===== config.mk =====
export PLATFORM = sky130hd
export DESIGN_NAME = pcm_fifo_unpacker
export DESIGN_NICKNAME = d
export VERILOG_FILES = /design/src/rtl/pcmu_pkg.sv /design/src/rtl/pcmu_level.sv /design/src/rtl/pcmu_lane_fetch.sv /design/src/rtl/pcmu_assemble.sv /design/src/rtl/pcm_fifo_unpacker.sv
export SDC_FILE = /design/constraint.sdc
export NUM_CORES = 1
export LEC_CHECK = 0
export BUFFER_PORTS_ARGS = -buffer_cell sky130_fd_sc_hd__buf_2
export CORE_ASPECT_RATIO = 1.25
export CORE_UTILIZATION = 29
export DETAILED_ROUTE_END_ITERATION = 8
export GPL_ROUTABILITY_DRIVEN = 0
export HOLD_SLACK_MARGIN = 0.03
export PLACE_DENSITY = 0.49
export REMOVE_ABC_BUFFERS = 1
export SETUP_SLACK_MARGIN = 0.15
export SYNTH_ARGS = -nofsm -noshare
export SYNTH_HDL_FRONTEND = slang
export SYNTH_SLANG_ARGS = --single-unit

===== constraint.sdc =====
create_clock -name clk -period 4.25 [get_ports clk]
set_input_delay 0 -clock clk [delete_from_list [all_inputs] [get_ports clk]]
set_output_delay 0 -clock clk [all_outputs]
set_load 0.01 [all_outputs]

===== src/rtl/pcmu_pkg.sv =====
`timescale 1ns/1ps
package pcmu_pkg;

    localparam int SAMPLE_W = 16;
    localparam int LANES    = 4;
    localparam int STEP_W   = 3;

    typedef enum logic [1:0] {
        FMT_MONO8    = 2'b00,
        FMT_STEREO8  = 2'b01,
        FMT_MONO16   = 2'b10,
        FMT_STEREO16 = 2'b11
    } pcm_fmt_e;

    typedef struct packed {
        logic [SAMPLE_W-1:0] left;
        logic [SAMPLE_W-1:0] right;
    } pcm_pair_t;

    typedef logic [LANES-1:0][7:0] lane_vec_t;

    // Frame size in bytes for each layout.
    function automatic logic [STEP_W-1:0] frame_bytes(input pcm_fmt_e f);
        case (f)
            FMT_MONO8:    return STEP_W'(1);
            FMT_STEREO8:  return STEP_W'(2);
            FMT_MONO16:   return STEP_W'(2);
            default:      return STEP_W'(4);
        endcase
    endfunction

    // Unsigned 8-bit to signed 16-bit: flip the sign bit, move to the top byte.
    function automatic logic [SAMPLE_W-1:0] widen_u8(input logic [7:0] b);
        return {b ^ 8'h80, 8'h00};
    endfunction

    // Little-endian pair of bytes.
    function automatic logic [SAMPLE_W-1:0] join_le(input logic [7:0] lo, input logic [7:0] hi);
        return {hi, lo};
    endfunction

endpackage


===== src/rtl/pcmu_level.sv =====
`timescale 1ns/1ps
module pcmu_level
    import pcmu_pkg::*;
#(
    parameter int PTR_W = 8
) (
    input  logic [PTR_W-1:0]  wr_pos,
    input  logic [PTR_W-1:0]  rd_pos,
    input  logic [STEP_W-1:0] need,
    output logic [PTR_W-1:0]  level,
    output logic              enough
);
    // Free-running positions: modular difference is the fill level.
    always_comb begin
        level  = wr_pos - rd_pos;
        enough = (level >= PTR_W'(need));
    end
endmodule


===== src/rtl/pcmu_lane_fetch.sv =====
`timescale 1ns/1ps
module pcmu_lane_fetch
    import pcmu_pkg::*;
#(
    parameter int DEPTH = 32,
    parameter int PTR_W = 8
) (
    input  logic [DEPTH*8-1:0] fifo_bytes,
    input  logic [PTR_W-1:0]   rd_pos,
    output lane_vec_t          lanes
);
    localparam int ADDR_W = $clog2(DEPTH);

    // One byte mux per lane; lane i reads position rd_pos+i modulo DEPTH.
    for (genvar i = 0; i < LANES; i++) begin : g_lane
        logic [PTR_W-1:0]  pos_i;
        logic [ADDR_W-1:0] idx_i;
        always_comb begin
            pos_i    = rd_pos + PTR_W'(i);
            idx_i    = pos_i[ADDR_W-1:0];
            lanes[i] = fifo_bytes[{idx_i, 3'b000} +: 8];
        end
    end
endmodule


===== src/rtl/pcmu_assemble.sv =====
`timescale 1ns/1ps
module pcmu_assemble
    import pcmu_pkg::*;
(
    input  pcm_fmt_e  fmt,
    input  lane_vec_t lanes,
    output pcm_pair_t pair
);
    always_comb begin
        case (fmt)
            FMT_MONO8: begin
                pair.left  = widen_u8(lanes[0]);
                pair.right = widen_u8(lanes[0]);
            end
            FMT_STEREO8: begin
                pair.left  = widen_u8(lanes[0]);
                pair.right = widen_u8(lanes[1]);
            end
            FMT_MONO16: begin
                pair.left  = join_le(lanes[0], lanes[1]);
                pair.right = join_le(lanes[0], lanes[1]);
            end
            default: begin
                pair.left  = join_le(lanes[0], lanes[1]);
                pair.right = join_le(lanes[2], lanes[3]);
            end
        endcase
    end
endmodule


===== src/rtl/pcm_fifo_unpacker.sv =====
`timescale 1ns/1ps
module pcm_fifo_unpacker
    import pcmu_pkg::*;
#(
    parameter int DEPTH = 32,
    parameter int PTR_W = 8
) (
    input  logic                 clk,
    input  logic                 rst,
    input  logic                 tick,
    input  logic [1:0]           fmt,
    input  logic [DEPTH*8-1:0]   fifo_bytes,
    input  logic [PTR_W-1:0]     wr_pos,
    input  logic [PTR_W-1:0]     rd_pos,
    output logic [SAMPLE_W-1:0]  sample_l,
    output logic [SAMPLE_W-1:0]  sample_r,
    output logic [STEP_W-1:0]    rd_step
);
    pcm_fmt_e          fmt_e;
    logic [STEP_W-1:0] need;
    logic [PTR_W-1:0]  level;
    logic              enough;
    lane_vec_t         lanes;
    pcm_pair_t         built;
    pcm_pair_t         out_q;

    always_comb begin
        fmt_e = pcm_fmt_e'(fmt);
        need  = frame_bytes(fmt_e);
    end

    pcmu_level #(.PTR_W(PTR_W)) u_level (
        .wr_pos (wr_pos),
        .rd_pos (rd_pos),
        .need   (need),
        .level  (level),
        .enough (enough)
    );

    pcmu_lane_fetch #(.DEPTH(DEPTH), .PTR_W(PTR_W)) u_fetch (
        .fifo_bytes (fifo_bytes),
        .rd_pos     (rd_pos),
        .lanes      (lanes)
    );

    pcmu_assemble u_asm (
        .fmt   (fmt_e),
        .lanes (lanes),
        .pair  (built)
    );

    // Consumption is reported in the tick cycle so the owner can move its pointer at the same edge.
    assign rd_step = (tick && enough) ? need : '0;

    always_ff @(posedge clk) begin
        if (rst) begin
            out_q <= '0;
        end else if (tick) begin
            out_q <= enough ? built : '0;
        end
    end

    assign sample_l = out_q.left;
    assign sample_r = out_q.right;

    logic unused_level;
    assign unused_level = ^level;
endmodule


==> out/qor.txt, run 1 <==
Outcome: complete, but fails checks
Violated checks: design-rule violations
FFs w/ async S/R, synth: 0%
Clock Path Buffers: 2
Layout cells sized above 1: 45.03%
CP Launch Type: input pin
R2r setup slk: 3.13 ns
Root Buffer: clkbuf_16
MaxCap Viol Count: 0
Worst path cell trace: buf_8 > ha_1 > nand3_1 > xnor2_2 > mux4_2 > mux2i_1 > nor2_1 > a2111oi_0 > o21ba_1
Post-DR wirelength/cell: 27.46 um
DRC Markers: 2
Post-CTS Hold Fix Bufs: 0
Net Sw Frac: 44.76%
# H-tree levels: 2
Critical Path Sink Type: flip-flop
Nets@finish: 1606
Mapped cell area: 10360 um^2
Largest net degree at the start of global routing: 110
Vias in the first global route: 11.13k
Int Power: 1.359 mW
Sw Pwr: 1.101 mW
Syn avg cell area: 9.913 um^2
Setup WS pre-CTS: 0.9635 ns
Max-slew headroom: 25.25%
Fin crit period: 3.062 ns
Peak supply drop: 0.1560 mV
CTS tree: yes
Most frequent cells in the layout: 309 x buf_2, 190 x mux4_2, 140 x nand2_1, 108 x mux2i_1, 54 x nor2_1
Worst Hold Class: input pin to flip-flop
Die Span Y: 213.3 um
DR iter-0 viols: 1237
IO Count: 312
Total global routing overflow: 0
Total GRT Usage: 26.33%
Area grow syn2layout: 22.00%
Post-Route WL: 48930 um
Total CTS buffers: 5
Clock skew: 0 ns
Final TNS setup: 0 ns
# setup viols final: 0
Vias: 11.34k
TritonRoute pass-1 iters: 7
Crit path max-delay family: multiplexers
Top FF cell, synth: dfxtp_1
Bufs and invs on worst path: 1
Clock sinks: 32
I/O Buffers: 311
Sequential area share after synthesis: 6.184%
Die area: 36480 um^2
Unique masters post-synth: 70
Die W: 171.0 um
FILL cells: 3689
FP Rows: 77
Highest clock rate: 326.6 MHz
Comb power frac: 70.0%
Slowest CP cell: xnor2_2
Max Slew Vio Count: 0
Vias per Instance: 6.363
Largest stage delay on the critical path: 0.62 ns
Worst EP required: 4.42 ns
Number of synthesized register bits: 32
Slew @ Worst Pin: 1.119 ns
Cells after synthesis: 1045
Core ar.: 35260 um^2
Commonest non-fill, non-tap cell in the layout: buf_2
Final ANT Viol Nets: 0
Tcrit/Tclk final: 72.04%
Total leakage power: 5.162 nW
Synth warnings: 0
Final Instance Area: 12640 um^2
Critical path arrival: 3.24 ns
CP Max Fanout: 58
Clk slew on worst S/H paths: 0.05 ns
Reg power frac: 14.4%
Setup WS post-layout: 1.188 ns
Placed inst area: 12480 um^2
Final Hold Fails: 0
RSZ-0062 raised after global routing: false
First-pass GRT wire length: 70970 um
Setup CP Type: input pin to flip-flop
Post-synth EDFFs: 0
Initial antenna violation count: 0
Initial Util: 29.38%
Diodes inserted: 0
Worst-Skew Late Latency: 0.28 ns
Power per cell area: 194.6 nW/um^2
Postcts setup bufs: 0
Post-CTS Resized: 0
Clock power share: 15.7%
Dpl hpwl: 37750 um
cells by family (layout without fill, tap and decap cells):
family          count (synthesis)  count (layout)  synth area share [%]
compound gates                243             243                 17.19
xor+xnor                       18              18                 1.522
fa+ha+maj                      21              21                 2.609
buf+inv                       124             387                 5.810
flops                          32              32                 6.184
mux                           325             325                 54.68
simple gates                  282             282                 12.01
cell type report:
| cell class | count | area [um^2] | area share (%) |
|---|---|---|---|
| clock buffers | 7 | 152.6 | 1.208 |
| inverters | 19 | 71.32 | 0.5644 |
| multi-input cells | 889 | 9210 | 72.88 |
| flip-flops and latches | 32 | 640.6 | 5.069 |
| well taps | 474 | 593.1 | 4.693 |
| repair buffers | 361 | 1969 | 15.58 |
synth_stat cells, types with 15 or more instances:
master,number,area (um^2)
nand3_1,25,125.1
clkbuf_1,37,138.9
ha_1,20,250.2
mux2i_1,108,1081
a21oi_1,52,260.3
mux4_2,190,4279
nand2_1,140,525.5
a211oi_1,15,112.6
buf_4,15,112.6
dfxtp_1,32,640.6
nor2_1,55,206.5
inv_1,16,60.06
a32oi_1,21,183.9
buf_2,40,200.2
a22oi_1,19,142.6
power groups by stage:
| stage | Combinational [mW] | Clock [mW] | Sequential [mW] |
|---|---|---|---|
| after floorplan | 1.03 | 0 | 0.353 |
| after global routing | 1.82 | 0.397 | 0.353 |
| final | 1.72 | 0.385 | 0.353 |
| after detailed placement | 1.69 | 0 | 0.357 |
| after CTS | 1.70 | 0.382 | 0.351 |
| after global placement | 1.69 | 0 | 0.357 |
final timing paths:
check                           startpoint                         to  cells after the start
setup reg to reg  sample_r[9]$_SDFFE_PP0P_   sample_r[9]$_SDFFE_PP0P_                      3
setup / recovery                 rd_pos[0]   sample_r[9]$_SDFFE_PP0P_                      9
hold / removal                         rst  sample_r[15]$_SDFFE_PP0P_                      3
hold reg to reg   sample_r[3]$_SDFFE_PP0P_   sample_r[3]$_SDFFE_PP0P_                      2
tightest hold or removal path, cell delays in order:
cell and delay [ns]:
buf_2 0.09, inv_1 0.07, o221a_1 0.12
per-layer routing:
layer / global-route usage, % / vias to the layer above / wire length [um]
met4: 12.81 / 0 / 2467
met1: 33.29 / 5720 / 18570
met2: 44.53 / 655 / 23910
met3: 2.966 / 123 / 3989
met5: 0 / - / 0
li1: - / 4840 / -
flip-flops by register name, summed over array words and instances, names as in the netlist:
register / flops
sample_l: 16
sample_r: 16
through the flow:
step                      util (%)  std cells  power, mW  hold WS (ns)
after floorplan                  -        940      1.380        0.1774
after global placement       35.41       1775      2.044        0.3355
after detailed placement     35.41       1775      2.052        0.3412
after CTS                    35.84       1782      2.435       0.05307
after global routing         35.84       1782      2.572       0.06939
final                        35.84       1782      2.459       0.05100
No activity file was read; power rests on OpenSTA's default activity.
==> run 2, diff against run 1 <==
PLACE_DENSITY = 0.51   (was 0.49)
clock period = 2.6 ns   (was 4.25 ns; I/O delays follow)
==> out/qor.txt, run 2 (synthesis results as in run 1) <==
DR iter-0 viols: 1072 (-13%)
Total power: 4.261 mW (+73%)
Post-CTS Hold Fix Bufs: 0 (unchanged)
Max-slew headroom: 37.59% (+12 points)
Clock power share: 14.8% (-0.9 points)
FP Rows: 77 (unchanged)
Vias in the first global route: 11.37k (+2.2%)
Total global routing overflow: 0 (unchanged)
Commonest non-fill, non-tap cell in the layout: buf_2
Worst Hold Class: input pin to flip-flop
Net Sw Frac: 43.50% (-1.3 points)
Most frequent CP cell: buf_4
Reg power frac: 13.5% (-0.9 points)
Initial Util: 29.38% (unchanged)
Area grow syn2layout: 30.08%
Total leakage power: 5.615 nW (+8.8%)
CP Launch Type: input pin
CP Max Fanout: 41 (-29%)
Worst EP required: 2.77 ns (-1.65 ns)
Final Instance Area: 13470 um^2 (+6.6%)
Fin crit period: 2.343 ns
Max Slew Vio Count: 0 (unchanged)
Layout cells sized above 1: 48.52% (+3.5 points)
Die area: 36480 um^2 (unchanged)
Clock Path Buffers: 2 (unchanged)
Slew @ Worst Pin: 0.9341 ns (-0.1847 ns)
Post-DR wirelength/cell: 26.57 um (-3.2%)
Placed inst area: 13260 um^2 (+6.2%)
Post-Route WL: 49450 um (+1.1%)
Clock skew: 0 ns (unchanged)
Largest net degree at the start of global routing: 65 (-41%)
Worst path cell trace: buf_4 > buf_12 > nand3_1 > xnor2_2 > buf_4 > mux4_2 > mux2i_2 > nor2_1 > a2111oi_0 > o21ba_1
Dpl hpwl: 38980 um (+3.2%)
Sw Pwr: 1.854 mW (+68%)
I/O Buffers: 311 (unchanged)
First-pass GRT wire length: 71970 um (+1.4%)
MaxCap Viol Count: 0 (unchanged)
Critical path arrival: 2.52 ns (-0.72 ns)
R2r setup slk: 1.50 ns (-1.63 ns)
Origin of the worst setup path: rd_pos[2]
Slowest CP cell: mux4_2
Final ANT Viol Nets: 0 (unchanged)
Core ar.: 35260 um^2 (unchanged)
M1 WL: 18780 um (+1.1%)
Int Power: 2.408 mW (+77%)
Final Hold Fails: 0 (unchanged)
Comb power frac: 71.7% (+1.7 points)
Worst hold path startpoint: rst
Peak supply drop: 0.2266 mV (+45%)
# H-tree levels: 2 (unchanged)
Worst-Skew Late Latency: 0.28 ns (about the same)
Max Used Layer: met4
Initial antenna violation count: 2 (+2)
Total CTS buffers: 5 (unchanged)
TritonRoute pass-1 iters: 5 (-2)
Met3 Wirelength: 4324 um (+8.4%)
# setup viols final: 0 (unchanged)
Die W: 171.0 um (unchanged)
Nets@finish: 1683 (+4.8%)
Power per cell area: 316.3 nW/um^2 (+63%)
Vias per Instance: 6.278 (-1.3%)
Worst R2R End: sample_r[9]$_SDFFE_PP0P_
FILL cells: 3634 (-1.5%)
Vias: 11.68k (+3.0%)
Routed met2 length: 24510 um (+2.5%)
Setup CP Type: input pin to flip-flop
Critical Path Sink Type: flip-flop
Final TNS setup: 0 ns (unchanged)
Die Span Y: 213.3 um (unchanged)
Clk slew on worst S/H paths: 0.06 ns (about the same)
Largest stage delay on the critical path: 0.53 ns (-0.09 ns)
RR Startpoint: sample_r[9]$_SDFFE_PP0P_
Root Buffer: clkbuf_16
IO Count: 312 (unchanged)
Worst hold path stage count: 3 (unchanged)
Cells on worst reg2reg path: 3 (unchanged)
Tcrit/Tclk final: 90.12%
DRC Markers: 0 (-2)
RSZ-0062 raised after global routing: true
Most frequent cells in the layout: 309 x buf_2, 190 x mux4_2, 140 x nand2_1, 108 x buf_4, 107 x mux2i_1
Hold Path End: sample_r[15]$_SDFFE_PP0P_
CTS tree: yes
Total GRT Usage: 26.51% (+0.18 points)
Clock sinks: 32 (unchanged)
Highest clock rate: 426.8 MHz
Placed cell count: 1850 (+4.2%)
Post-route insts no fill: 1861 (+4.4%)
Outcome: finished, final reports clean
-- run 2: cell type report --
class	count	area, um^2	area share [%]
clock buffers	7	152.6	1.133
well taps	474	593.1	4.402
flip-flops and latches	32	640.6	4.754
diodes	2	5.005	0.03714
inverters	19	71.32	0.5293
multi-input cells	889	9248	68.63
repair buffers	438	2764	20.51
-- run 2: worst max-delay path by stage --
stage | to
after floorplan | sample_r[1]$_SDFFE_PP0P_
after global placement | sample_r[13]$_SDFFE_PP0P_
after detailed placement | sample_r[13]$_SDFFE_PP0P_
after CTS | sample_r[13]$_SDFFE_PP0P_
after global routing | sample_r[7]$_SDFFE_PP0P_
final | sample_r[13]$_SDFFE_PP0P_
-- run 2: what timing repair did --
| action | in CTS | in global routing |
|---|---|---|
| buffers inserted | 0 | 2 |
| resized for setup | 0 | 8 |
| setup endpoints to repair | 0 | 8 |
-- run 2: per-stage QoR --
step                worst slack [ns]  utilization, %  hold WS (ns)
floorplan                     -2.902               -        0.1774
global placement            -0.06100           37.61        0.3515
detailed placement          -0.08046           37.61        0.3694
CTS                           0.2003           38.04       0.08173
global route                  0.1275           38.21       0.09977
finish                        0.2570           38.21       0.07759
-- run 2: power by group through the flow --
stage / Sequential (mW) / Combinational, mW / Clock [mW]
after floorplan: 0.577 / 1.68 / 0
after global placement: 0.581 / 2.97 / 0
after detailed placement: 0.580 / 2.99 / 0
after CTS: 0.570 / 3.00 / 0.631
after global routing: 0.575 / 3.23 / 0.655
final: 0.573 / 3.06 / 0.632
-- run 2: metal layers --
layer	vias to the layer above	GRT usage (%)
li1	4991	-
met1	5831	32.96
met2	751	45.46
met3	110	5.060
met4	0	9.544
met5	-	0
-- run 2: critical path: cells and delay by family --
kind                   cells  cell delay [ns]
XOR/XNOR                   1             0.22
AO/OA/AOI/OAI              2             0.51
multiplexers               2             0.83
buffers and inverters      3             0.68
AND/OR/NAND/NOR            2             0.26
==> run 3, diff against run 2 <==
CTS_CLUSTER_SIZE = 8   (was not set)
RECOVER_POWER = 50   (was not set)
==> out/qor.txt, run 3 (synthesis results as in run 1) <==
Outcome: finished, final reports clean
Area grow syn2layout: 29.62%
First-pass GRT wire length: 71970 um (unchanged)
Setup WS post-layout: 0.2275 ns (-0.02949 ns)
Layout cells sized above 1: 46.14% (-2.4 points)
DRC Markers: 0 (unchanged)
Power per cell area: 316.6 nW/um^2 (+0.10%)
Die area: 36480 um^2 (unchanged)
GR Util met3: 5.060% (unchanged)
Total leakage power: 5.483 nW (-2.3%)
Max Slew Vio Count: 0 (unchanged)
DR iter-0 viols: 1155 (+7.7%)
Final Instance Area: 13430 um^2 (-0.35%)
Highest clock rate: 421.5 MHz (-1.2%)
MaxCap Viol Count: 0 (unchanged)
Die Span Y: 213.3 um (unchanged)
Dpl hpwl: 38980 um (unchanged)
Total global routing overflow: 0 (unchanged)
Final Hold Fails: 0 (unchanged)
TritonRoute pass-1 iters: 5 (unchanged)
Core ar.: 35260 um^2 (unchanged)
Worst path cell trace: buf_2 > inv_1 > ha_1 > inv_1 > fa_2 > ha_1 > a21o_1 > a21oi_2 > o2111ai_2 > o311ai_0 > buf_4 > nor2_1 > buf_4 > a22o_1
Total CTS buffers: 5 (unchanged)
Critical path arrival: 2.55 ns (+0.03 ns)
CTS tree: yes
FP Rows: 77 (unchanged)
Int Power: 2.397 mW (-0.44%)
Vias in the first global route: 11.37k (unchanged)
Commonest non-fill, non-tap cell in the layout: buf_2
Vias per Instance: 6.220 (-0.92%)
Clock power share: 14.9% (about the same)
RSZ-0062 raised after global routing: true
# setup viols final: 0 (unchanged)
Final TNS setup: 0 ns (unchanged)
Critical Path Sink Type: flip-flop
Worst Hold Class: input pin to flip-flop
Placed cell count: 1850 (unchanged)
Initial antenna violation count: 2 (unchanged)
Reg power frac: 13.5% (about the same)
Worst hold path startpoint: rst
Setup WS pre-CTS: -0.08046 ns (unchanged)
Die W: 171.0 um (unchanged)
FILL cells: 3642 (+0.22%)
WHS: 0.06524 ns (-0.01234 ns)
# H-tree levels: 2 (unchanged)
Crit path max-delay family: compound AO/OA/AOI/OAI gates
Worst EP required: 2.78 ns (about the same)
Net Sw Frac: 43.61% (+0.10 points)
Origin of the worst setup path: wr_pos[0]
Largest stage delay on the critical path: 0.52 ns (about the same)
Fin util: 38.08% (-0.13 points)
IO Count: 312 (unchanged)
Post-route insts no fill: 1861 (unchanged)
Final ANT Viol Nets: 0 (unchanged)
Root Buffer: clkbuf_16
Nets@finish: 1683 (unchanged)
Bufs and invs on worst path: 5 (+2)
CP Launch Type: input pin
CP Max Fanout: 4 (-90%)
Most frequent cells in the layout: 277 x buf_2, 190 x mux4_2, 140 x nand2_1, 108 x buf_4, 107 x mux2i_1
Initial Util: 29.38% (unchanged)
Worst-Skew Late Latency: 0.28 ns (about the same)
Busiest grt layer: met2
Sw Pwr: 1.854 mW (about the same)
Clock skew: 0 ns (unchanged)
Max-slew headroom: 37.38% (-0.21 points)
Peak supply drop: 0.2270 mV (+0.20%)
RR Startpoint: sample_r[9]$_SDFFE_PP0P_
GR Util met1: 32.96% (unchanged)
Slowest CP cell: fa_2
Slew @ Worst Pin: 0.9372 ns (+0.003101 ns)
Clock Path Buffers: 2 (unchanged)
Post-DR wirelength/cell: 26.55 um (about the same)
I/O Buffers: 311 (unchanged)
Post-Route WL: 49410 um (about the same)
Clock sinks: 32 (unchanged)
Fin crit period: 2.373 ns (+0.02948 ns)
Placed inst area: 13260 um^2 (unchanged)
Largest net degree at the start of global routing: 65 (unchanged)
Clk slew on worst S/H paths: 0.06 ns (about the same)
Vias: 11.58k (-0.92%)
Setup CP Type: input pin to flip-flop
Total power: 4.251 mW (-0.25%)
Tcrit/Tclk final: 91.25% (+1.1 points)
Comb power frac: 71.6% (about the same)
Met2 GRT Util: 45.46% (unchanged)
Total GRT Usage: 26.51% (unchanged)
run 3: changes by cell type in the layout (fill, tap and decap cells not counted):
| cell | before | now |
|---|---|---|
| clkbuf_1 | 0 | 32 |
| o311ai_2 | 1 | 0 |
| buf_2 | 309 | 277 |
| o311ai_0 | 1 | 2 |
run 3: final timing paths:
kind / endpoint / slack, ns / depth (start not counted)
min: sample_r[15]$_SDFFE_PP0P_ / 0.07 / 3
max reg2reg: sample_r[9]$_SDFFE_PP0P_ / 1.49 / 3
max: sample_l[7]$_SDFFE_PP0P_ / 0.23 / 14
min reg2reg: sample_r[0]$_SDFFE_PP0P_ / 0.47 / 2
run 3: final cells by class:
type | instances | area [um^2] | share of cell area [%]
inverter | 19 | 71.32 | 0.5312
sequential | 32 | 640.6 | 4.771
antenna | 2 | 5.005 | 0.03728
clock buffer | 7 | 152.6 | 1.137
multi-input combinational | 889 | 9240 | 68.82
tap | 474 | 593.1 | 4.417
timing repair buffer | 438 | 2724 | 20.29
run 3: power by group through the flow:
stage / sequential [mW] / clock [mW] / combinational [mW]
global route: 0.576 / 0.655 / 3.22
global placement: 0.581 / 0 / 2.97
detailed placement: 0.580 / 0 / 2.99
floorplan: 0.577 / 0 / 1.68
finish: 0.575 / 0.633 / 3.04
CTS: 0.570 / 0.631 / 3.00
run 3: worst min-delay path, stage by stage:
cell	delay [ns]
buf_2	0.10
inv_1	0.07
o221a_1	0.13
run 3: timing repair:
action | in CTS | in global routing
endpoints found under the setup margin | 0 | 8
gates resized for setup | 0 | 8
buffers inserted | 0 | 2
hold endpoints to repair | 0 | 0
hold buffers | 0 | 0
run 3: layer usage:
layer,up-vias,wire [um]
li1,4989,-
met1,5799,18930
met2,690,24520
met3,98,4140
met4,0,1817
met5,-,0
